==> config.mk <==
export PLATFORM = sky130hd
export DESIGN_NAME = ide_byte_bridge
export DESIGN_NICKNAME = d
export VERILOG_FILES = /design/src/rtl/ide_bridge_pkg.sv /design/src/rtl/ide_addr_decode.sv /design/src/rtl/ide_byte_latches.sv /design/src/rtl/ide_dev_sequencer.sv /design/src/rtl/ide_byte_bridge.sv
export SDC_FILE = /design/constraint.sdc
export NUM_CORES = 1
export LEC_CHECK = 0
export BUFFER_PORTS_ARGS = -buffer_cell sky130_fd_sc_hd__buf_4
export CORE_ASPECT_RATIO = 2
export CORE_MARGIN = 3
export CORE_UTILIZATION = 40
export CTS_BUF_LIST = sky130_fd_sc_hd__clkbuf_8
export DETAILED_ROUTE_END_ITERATION = 16
export MAX_ROUTING_LAYER = met4
export PLACE_DENSITY = 0.72
export SLEW_MARGIN = 10
export SYNTH_ARGS = -nofsm -noshare
export SYNTH_HDL_FRONTEND = slang
export SYNTH_HIERARCHICAL = 1
export SYNTH_SLANG_ARGS = --single-unit
==> constraint.sdc <==
create_clock -name clk -period 3.7 [get_ports clk]
set_input_delay 0.37 -clock clk [delete_from_list [all_inputs] [get_ports clk]]
set_output_delay 0.37 -clock clk [all_outputs]
set_load 0.01 [all_outputs]
==> src/rtl/ide_bridge_pkg.sv <==
package ide_bridge_pkg;

  typedef enum logic [2:0] {
    ACC_NONE  = 3'd0,
    ACC_DATA  = 3'd1,
    ACC_DHIGH = 3'd2,
    ACC_TASK  = 3'd3,
    ACC_CTRL  = 3'd4
  } acc_kind_t;

  typedef struct packed {
    acc_kind_t  kind;
    logic       ctrl_blk;
    logic [2:0] da;
  } acc_decode_t;

  typedef enum logic [1:0] {
    SQ_IDLE   = 2'd0,
    SQ_SETUP  = 2'd1,
    SQ_STROBE = 2'd2,
    SQ_HOLD   = 2'd3
  } seq_state_t;

  localparam logic [2:0] DATA_DA = 3'd0;
  localparam logic [2:0] CTRL_DA = 3'd6;

endpackage

==> src/rtl/ide_addr_decode.sv <==
module ide_addr_decode
  import ide_bridge_pkg::*;
#(
  parameter int REV = 1
) (
  input  logic [3:0]  addr,
  output acc_decode_t dec
);

  logic [3:0] canon;

  // Board revision 2 wires host address bits 0 and 3 crossed.
  generate
    if (REV == 2) begin : g_rev2
      assign canon = {addr[0], addr[2:1], addr[3]};
    end else begin : g_rev1
      assign canon = addr;
    end
  endgenerate

  always_comb begin
    dec.kind     = ACC_NONE;
    dec.ctrl_blk = 1'b0;
    dec.da       = DATA_DA;
    if (canon == 4'd0) begin
      dec.kind = ACC_DATA;
    end else if (!canon[3]) begin
      dec.kind = ACC_TASK;
      dec.da   = canon[2:0];
    end else if (canon == 4'd8) begin
      dec.kind = ACC_DHIGH;
    end else if (canon == 4'd14) begin
      dec.kind     = ACC_CTRL;
      dec.ctrl_blk = 1'b1;
      dec.da       = CTRL_DA;
    end
  end

endmodule

==> src/rtl/ide_byte_latches.sv <==
module ide_byte_latches #(
  parameter int HB = 8
) (
  input  logic          clk,
  input  logic          rst,
  input  logic          rd_load,
  input  logic [HB-1:0] rd_in,
  input  logic          wr_load,
  input  logic [HB-1:0] wr_in,
  output logic [HB-1:0] rd_q,
  output logic [HB-1:0] wr_q
);

  always_ff @(posedge clk) begin
    if (rst) begin
      rd_q <= '0;
      wr_q <= '0;
    end else begin
      if (rd_load) rd_q <= rd_in;
      if (wr_load) wr_q <= wr_in;
    end
  end

endmodule

==> src/rtl/ide_dev_sequencer.sv <==
module ide_dev_sequencer
  import ide_bridge_pkg::*;
#(
  parameter int PULSE_CYC = 3,
  parameter int DW        = 16
) (
  input  logic          clk,
  input  logic          rst,
  input  logic          start,
  input  logic          start_wr,
  input  logic          start_ctrl,
  input  logic [2:0]    start_da,
  input  logic [DW-1:0] start_wdata,
  input  logic [DW-1:0] dev_din,
  output logic          dev_cs0_n,
  output logic          dev_cs1_n,
  output logic [2:0]    dev_da,
  output logic          dev_rd_n,
  output logic          dev_wr_n,
  output logic [DW-1:0] dev_dout,
  output logic          dev_doe,
  output logic          busy,
  output logic          cap_valid,
  output logic [DW-1:0] cap_word
);

  localparam int CW = (PULSE_CYC > 1) ? $clog2(PULSE_CYC) : 1;
  localparam logic [CW-1:0] LAST = CW'(PULSE_CYC - 1);

  seq_state_t    st;
  logic [CW-1:0] cnt;
  logic          op_wr;

  always_ff @(posedge clk) begin
    if (rst) begin
      st        <= SQ_IDLE;
      cnt       <= '0;
      op_wr     <= 1'b0;
      dev_cs0_n <= 1'b1;
      dev_cs1_n <= 1'b1;
      dev_da    <= '0;
      dev_rd_n  <= 1'b1;
      dev_wr_n  <= 1'b1;
      dev_dout  <= '0;
      dev_doe   <= 1'b0;
      cap_valid <= 1'b0;
      cap_word  <= '0;
    end else begin
      cap_valid <= 1'b0;
      case (st)
        SQ_IDLE: begin
          if (start) begin
            st        <= SQ_SETUP;
            op_wr     <= start_wr;
            dev_cs0_n <= start_ctrl;
            dev_cs1_n <= !start_ctrl;
            dev_da    <= start_da;
            dev_dout  <= start_wr ? start_wdata : '0;
            dev_doe   <= start_wr;
          end
        end
        SQ_SETUP: begin
          st       <= SQ_STROBE;
          cnt      <= '0;
          dev_rd_n <= op_wr;
          dev_wr_n <= !op_wr;
        end
        SQ_STROBE: begin
          if (cnt == LAST) begin
            st       <= SQ_HOLD;
            dev_rd_n <= 1'b1;
            dev_wr_n <= 1'b1;
            if (!op_wr) begin
              cap_word  <= dev_din;
              cap_valid <= 1'b1;
            end
          end else begin
            cnt <= cnt + 1'b1;
          end
        end
        SQ_HOLD: begin
          st        <= SQ_IDLE;
          dev_cs0_n <= 1'b1;
          dev_cs1_n <= 1'b1;
          dev_doe   <= 1'b0;
        end
        default: st <= SQ_IDLE;
      endcase
    end
  end

  assign busy = (st != SQ_IDLE);

endmodule

==> src/rtl/ide_byte_bridge.sv <==
module ide_byte_bridge
  import ide_bridge_pkg::*;
#(
  parameter int REV       = 1,
  parameter int PULSE_CYC = 3,
  parameter int HB        = 8
) (
  input  logic            clk,
  input  logic            rst,
  input  logic [3:0]      host_addr,
  input  logic            host_rd,
  input  logic            host_wr,
  input  logic [HB-1:0]   host_wdata,
  output logic [HB-1:0]   host_rdata,
  output logic            host_rvalid,
  output logic            host_busy,
  output logic            dev_cs0_n,
  output logic            dev_cs1_n,
  output logic [2:0]      dev_da,
  output logic            dev_rd_n,
  output logic            dev_wr_n,
  output logic [2*HB-1:0] dev_dout,
  output logic            dev_doe,
  input  logic [2*HB-1:0] dev_din
);

  localparam int DW = 2 * HB;

  acc_decode_t   dec;
  logic          busy;
  logic          accept;
  logic          is_dev;
  logic          dev_start;
  logic          pend_data;
  logic          cap_valid;
  logic [DW-1:0] cap_word;
  logic [DW-1:0] start_word;
  logic [HB-1:0] rlat_q;
  logic [HB-1:0] wlat_q;

  ide_addr_decode #(.REV(REV)) u_dec (
    .addr (host_addr),
    .dec  (dec)
  );

  assign accept     = !busy && (host_rd ^ host_wr);
  assign is_dev     = (dec.kind == ACC_DATA) || (dec.kind == ACC_TASK) ||
                      (dec.kind == ACC_CTRL);
  assign dev_start  = accept && is_dev;
  assign start_word = (dec.kind == ACC_DATA) ? {wlat_q, host_wdata}
                                             : {{HB{1'b0}}, host_wdata};

  ide_byte_latches #(.HB(HB)) u_lat (
    .clk     (clk),
    .rst     (rst),
    .rd_load (cap_valid && pend_data),
    .rd_in   (cap_word[DW-1:HB]),
    .wr_load (accept && host_wr && (dec.kind == ACC_DHIGH)),
    .wr_in   (host_wdata),
    .rd_q    (rlat_q),
    .wr_q    (wlat_q)
  );

  ide_dev_sequencer #(.PULSE_CYC(PULSE_CYC), .DW(DW)) u_seq (
    .clk         (clk),
    .rst         (rst),
    .start       (dev_start),
    .start_wr    (host_wr),
    .start_ctrl  (dec.ctrl_blk),
    .start_da    (dec.da),
    .start_wdata (start_word),
    .dev_din     (dev_din),
    .dev_cs0_n   (dev_cs0_n),
    .dev_cs1_n   (dev_cs1_n),
    .dev_da      (dev_da),
    .dev_rd_n    (dev_rd_n),
    .dev_wr_n    (dev_wr_n),
    .dev_dout    (dev_dout),
    .dev_doe     (dev_doe),
    .busy        (busy),
    .cap_valid   (cap_valid),
    .cap_word    (cap_word)
  );

  always_ff @(posedge clk) begin
    if (rst) begin
      pend_data   <= 1'b0;
      host_rdata  <= '0;
      host_rvalid <= 1'b0;
    end else begin
      host_rvalid <= 1'b0;
      if (dev_start) pend_data <= host_rd && (dec.kind == ACC_DATA);
      if (cap_valid) begin
        host_rdata  <= cap_word[HB-1:0];
        host_rvalid <= 1'b1;
      end else if (accept && host_rd && !is_dev) begin
        host_rdata  <= (dec.kind == ACC_DHIGH) ? rlat_q : '0;
        host_rvalid <= 1'b1;
      end
    end
  end

  assign host_busy = busy;

endmodule

==> impl_metrics.toml, run 1 <==
[grt]
grt_pass1_vias = 2526
grt_pass1_wl_mm = 12.4
grtUsageTotal = 0.173
grt_max_degree = 76
gr-total-overflow = 0
antenna_found_initial = 0

[finish]
stdcell_count = 507
mostFrequentLayoutCell = "dfxtp_1"
final_layout_size_suffix_gt1_frac = 0.249
layout_common_cells = "72 x dfxtp_1, 67 x buf_4, 56 x nand2_1"
nets = 448
area_growth_pct = 21.3
diodes = 0

[clock_network]
clock-sinks = 72
cts-resized-gates = 0
cts_made_buffers = 9
ctsHtreeMaxLevel = 3
cts_setup_buffers = 0
clockBufferDepth = 2
cts_tree = "yes"
postCtsHoldBufs = 0
clk_latency_ns = 0.35
cts_root_buffer = "clkbuf_8"
path_clk_slew_ns = 0.08

[timing]
hold_slack_ns = 0.266
finalSetupViolCount = 0
finalCritPeriodShare = 0.639
rsz0062_at_grt = "no"
clock.fmax_ghz = 0.423
worst_slack_ns = 1.34
worst_pin_slew_ns = 0.815
setup_tns_ns = 0
period_minus_slack_ns = 2.36
hold_viol = 0
finalClockSkew_ns = 0.00902
slew_headroom = 0.455
slew_viol_final = 0

[synthesis]
synth-seq-cells = 72
avgSynthCellArea_um2 = 8.97
synth_top_cell_by_area = "dfxtp_1"
synthFlopType = "dfxtp_1"
ys_seq_area_frac = 0.454
synthesis.nets = 394
async_reset_ff_frac = 0
ys_types = 44
yosys_warnings = 6
synth_top_area_share = 0.454
synth_edf_count = 0
netlist_area_um2 = 3180
synth_area_leaders = "dfxtp_1 45%, nand2_1 6.6%, mux2i_1 6.3%, a21oi_1 4.9%, ha_1 3.2%"
syn_inst = 354

[route]
wire_per_inst_um = 14.7
vias = 2627
drt-initial-drc-count = 115
ant_nets = 0
route.detailed.drc = 0
viasPerCell = 5.18
routed_wl_mm = 7.45
drtPass1Iterations = 4

[floorplanning]
die_h_um = 132
die_w_um = 69.0
die-area_um2 = 9110
core-area_um2 = 7660
rows = 45
start_util = 0.415
ios = 66

[critical_path]
regToRegSetupSlack_ns = 1.46
crit_top_cell = "buf_4"
path_class = "in -> reg"
worstPathMaxFanout = 21
r2r-start = "u_seq/st[1]"
path_cells = "buf_4 -> nand2b_1 -> nor2_1 -> nor3b_2 -> buf_4 -> o211a_1 -> and2_1 -> nand3_1 -> a21oi_1"
end_kind = "flop"
crit_arrival_ns = 2.63
slowest_delay_ns = 0.65
worst_ep_required_time_ns = 3.97
reg2reg_to = "u_seq/dev_dout[1]"
reg2reg_depth = 8
critPathLaunchType = "primary input"
critPathSlowestCell = "and2_1"

[job]
maxCapViolations = 0

[pwr]
ir_drop_mv = 0.339
p_leak_nw = 1.45
power_density_nw_per_um2 = 491

[place]
dpl.cell_count = 491
dpl.hpwl_mm = 5.42
io_buffers = 65
place_congestion = 0.822
pre_cts_ws_ns = 1.01

[min_path]
holdCritPathClass = "in -> reg"
min_from = "dev_din[6]"
whs_endpoint = "u_seq/cap_word[6]"
hold_path_depth = 3

[run_status]
status = "completed"
## cells by family (layout without fill, tap and decap cells)
kind of cell               Yosys count  after routing  synth area share
adders and majority gates            8              8            0.0315
and+or+nand+nor                    134            134             0.213
buffers and inverters               43            102            0.0717
muxes                               20             20            0.0630
DFF                                 72             72             0.454
AOI/OAI and AO/OA                   75             75             0.162
xor gates and xnor gates             2              2           0.00552
## metrics by stage
stage / power [mW] / area (um2) / utilization
after floorplan: 1.11 / 3180 / -
after global routing: 1.98 / 3850 / 0.503
after CTS: 1.90 / 3850 / 0.503
after detailed placement: 1.24 / 3640 / 0.475
after global placement: 1.23 / 3640 / 0.475
final: 1.89 / 3850 / 0.503
## final cells by class
cell class / count / area (um2)
Multi-Input combinational cell: 239 / 1510
Fill cell: 785 / 3800
Timing Repair Buffer: 67 / 503
Clock buffer: 9 / 124
Sequential cell: 72 / 1440
Clock inverter: 7 / 88.8
Inverter: 19 / 71.3
Tap cell: 94 / 118
## power by group
group | internal, mW | leakage [nW] | switching [mW]
Clock | 0.375 | 0.112 | 0.295
Sequential | 0.810 | 0.581 | 0.0268
Combinational | 0.154 | 0.761 | 0.231
## worst max-delay path: cells and delay by family
kind,cells,cell delay (ns)
buf+inv,2,0.30
simple gates,5,1.53
compound gates,2,0.43
## flip-flops by register name, indices dropped and copies added, names as in the netlist, 2 cells and up
signal and count:
u_seq/dev_da 3, u_seq/cnt 2, host_rdata 8, u_seq/dev_dout 16, u_seq/st 2, u_lat/rd_q 8, u_seq/cap_word 16, u_lat/wr_q 8
## cells in the mapped netlist (2+ instances only)
library cell and count:
a31oi_1 8, a221oi_1 8, buf_2 6, a32oi_1 2, o211a_1 2, and2_1 10
nand2b_1 3, nand3_1 16, nor3b_2 3, buf_6 5, a21oi_1 31, nand2b_4 2
nor2_1 24, nor4_1 2, nand2_2 4, inv_1 19, nor2b_1 3, clkbuf_1 9
a41o_1 2, a21boi_1 2, nand2_1 56, mux2i_1 20, a21oi_2 10, ha_1 8
dfxtp_1 72, o31ai_1 8, a2111oi_0 2
## worst max-delay path by stage
stage / endpoint / start / cells past startpoint
finish: u_seq/dev_dout[1] / host_addr[0] / 9
global route: u_seq/dev_dout[3] / host_addr[0] / 9
CTS: u_seq/dev_dout[0] / host_addr[0] / 9
detailed placement: u_seq/dev_dout[0] / host_addr[0] / 9
global placement: u_seq/dev_dout[8] / host_addr[0] / 9
floorplan: u_seq/st[0] / host_addr[0] / 8
## routing by layer
layer  GRT usage  wire length, um
met1       0.176             2830
met2       0.312             4130
met3      0.0405              295
met4      0.0728              200
met5           -                0
No activity file was read; power rests on OpenSTA's default activity.
==> inputs of run 2 (changes only) <==
--- a/config.mk
+++ b/config.mk
@@ -12,7 +12,7 @@
 export CTS_BUF_LIST = sky130_fd_sc_hd__clkbuf_8
 export DETAILED_ROUTE_END_ITERATION = 16
 export MAX_ROUTING_LAYER = met4
-export PLACE_DENSITY = 0.72
+export PLACE_DENSITY = 0.75
 export SLEW_MARGIN = 10
 export SYNTH_ARGS = -nofsm -noshare
 export SYNTH_HDL_FRONTEND = slang
==> constraint.sdc (replaced) <==
create_clock -name clk -period 2 [get_ports clk]
set_input_delay 0.2 -clock clk [delete_from_list [all_inputs] [get_ports clk]]
set_output_delay 0.2 -clock clk [all_outputs]
set_load 0.01 [all_outputs]
==> run 2 against run 1 <==
Compared with the run above: clock skew up 0.0016 ns; critical path depth down 3; register-to-register slack worse by 1.3 ns; largest power group unchanged; critical endpoint is now host_rvalid; die area unchanged; clock-buffer cell count unchanged; worst setup slack worse by 1.2 ns; via count up 3.4%.
==> impl_metrics.toml, run 2 (synthesis results as in run 1) <==
[run_status]
status = "completed"

[timing]
finalCritPeriodShare = 0.921
finalSetupViolCount = 0
setup_tns_ns = 0
finalClockSkew_ns = 0.0106
hold_viol = 0
slew_viol_final = 0
clock.fmax_ghz = 0.543
period_minus_slack_ns = 1.84
rsz0062_at_grt = "no"
worst_pin_slew_ns = 0.543
slew_headroom = 0.628

[grt]
antenna_found_initial = 0
grt_pass1_wl_mm = 12.7
grt_pass1_vias = 2795
gr-total-overflow = 0
grtUsageTotal = 0.178
grt_max_degree = 52

[floorplanning]
die_w_um = 69.0
rows = 45
die-area_um2 = 9110
ios = 66
start_util = 0.415
die_h_um = 132
core-area_um2 = 7660

[pwr]
power_density_nw_per_um2 = 915
ir_drop_mv = 0.690
p_leak_nw = 1.52

[route]
routed_wl_mm = 7.67
drt-initial-drc-count = 107
drtPass1Iterations = 4
dr_wl_met2_mm = 4.15
ant_nets = 0
route.detailed.drc = 0
viasPerCell = 5.23
met1_length_mm = 2.96
vias = 2717
highest_layer = "met4"
wl_met3_um = 306
wire_per_inst_um = 14.8

[critical_path]
path_cells = "inv_1 -> ha_1 -> inv_2 -> or3b_1 -> or3_1 -> a21oi_1"
worst_ep_required_time_ns = 2.29
crit_arrival_ns = 2.13
slowest_delay_ns = 0.50
critPathSlowestCell = "or3b_1"
end_kind = "flop"
worstPathMaxFanout = 9
critPathLaunchType = "flop"
path_class = "reg -> reg"

[clock_network]
ctsHtreeMaxLevel = 3
cts_tree = "yes"
path_clk_slew_ns = 0.09
cts_made_buffers = 9
clock-sinks = 72
clockBufferDepth = 2
clk_latency_ns = 0.35
cts_root_buffer = "clkbuf_8"
cts_setup_buffers = 0

[place]
io_buffers = 65
dpl.hpwl_mm = 5.61
place_congestion = 0.783
dpl_cell_area_um2 = 3750

[finish]
mostFrequentLayoutCell = "buf_4"
nets = 461
layout_common_cells = "79 x buf_4, 72 x dfxtp_1, 56 x nand2_1"
diodes = 0
area_growth_pct = 25.2
final_layout_size_suffix_gt1_frac = 0.279
design_area_um2 = 3980
reg.largest.list = "u_seq/cap_word (16), u_seq/dev_dout (16)"

[min_path]
holdCritPathClass = "in -> reg"

[job]
maxCapViolations = 0
run 2: path summary, 6_finish.rpt:
| check | slack [ns] | from | endpoint | cells after the start |
|---|---|---|---|---|
| hold / removal | 0.08 | dev_din[6] | u_seq/cap_word[6] | 3 |
| hold reg to reg | 0.45 | u_seq/dev_dout[6] | u_seq/dev_dout[6] | 2 |
| setup reg to reg | 0.16 | u_seq/st[0] | host_rvalid | 6 |
| setup / recovery | 0.16 | u_seq/st[0] | host_rvalid | 6 |
run 2: final cells by class:
type / count / area [um2]
clock buffer: 9 / 124
clock inverter: 7 / 103
fill: 760 / 3680
inverter: 19 / 71.3
multi-input combinational: 239 / 1510
sequential: 72 / 1440
tap: 94 / 118
timing repair buffer: 80 / 613
run 2: repair_timing:
action,in CTS,in global routing
endpoints found under the setup margin,0,5
resized for setup,0,1
hold buffers,0,0
run 2: metal layers:
| layer | up-vias | track usage |
|---|---|---|
| met1 | 1269 | 0.176 |
| li1 | 1351 | - |
| met2 | 75 | 0.311 |
| met5 | - | - |
| met3 | 22 | 0.0466 |
| met4 | 0 | 0.100 |
run 2: power by group:
group	internal (mW)	switching (mW)	total (mW)	leakage, nW
clock	0.715	0.580	1.29	0.110
combinational	0.339	0.453	0.792	0.829
sequential	1.50	0.0518	1.55	0.581
run 2: critical path: cells and delay by family, from the launching register on:
| kind | cells | cell delay, ns |
|---|---|---|
| and+or+nand+nor | 2 | 0.85 |
| AOI/OAI and AO/OA | 1 | 0.13 |
| buffers and inverters | 2 | 0.23 |
| DFF | 1 | 0.35 |
| adders and majority gates | 1 | 0.22 |
run 2: stage by stage:
step / instances / setup WS, ns / total power [mW] / hold WS (ns) / utilization
2_1_floorplan: 354 / 0.00315 / 2.05 / 0.327 / -
3_3_place_gp: 504 / 0.145 / 2.33 / 0.443 / 0.490
3_5_place_dp: 504 / 0.0525 / 2.36 / 0.447 / 0.490
4_1_cts: 520 / 0.0938 / 3.66 / 0.0638 / 0.519
5_1_grt: 520 / 0.00709 / 3.81 / 0.0546 / 0.519
6_report: 520 / 0.158 / 3.64 / 0.0814 / 0.519
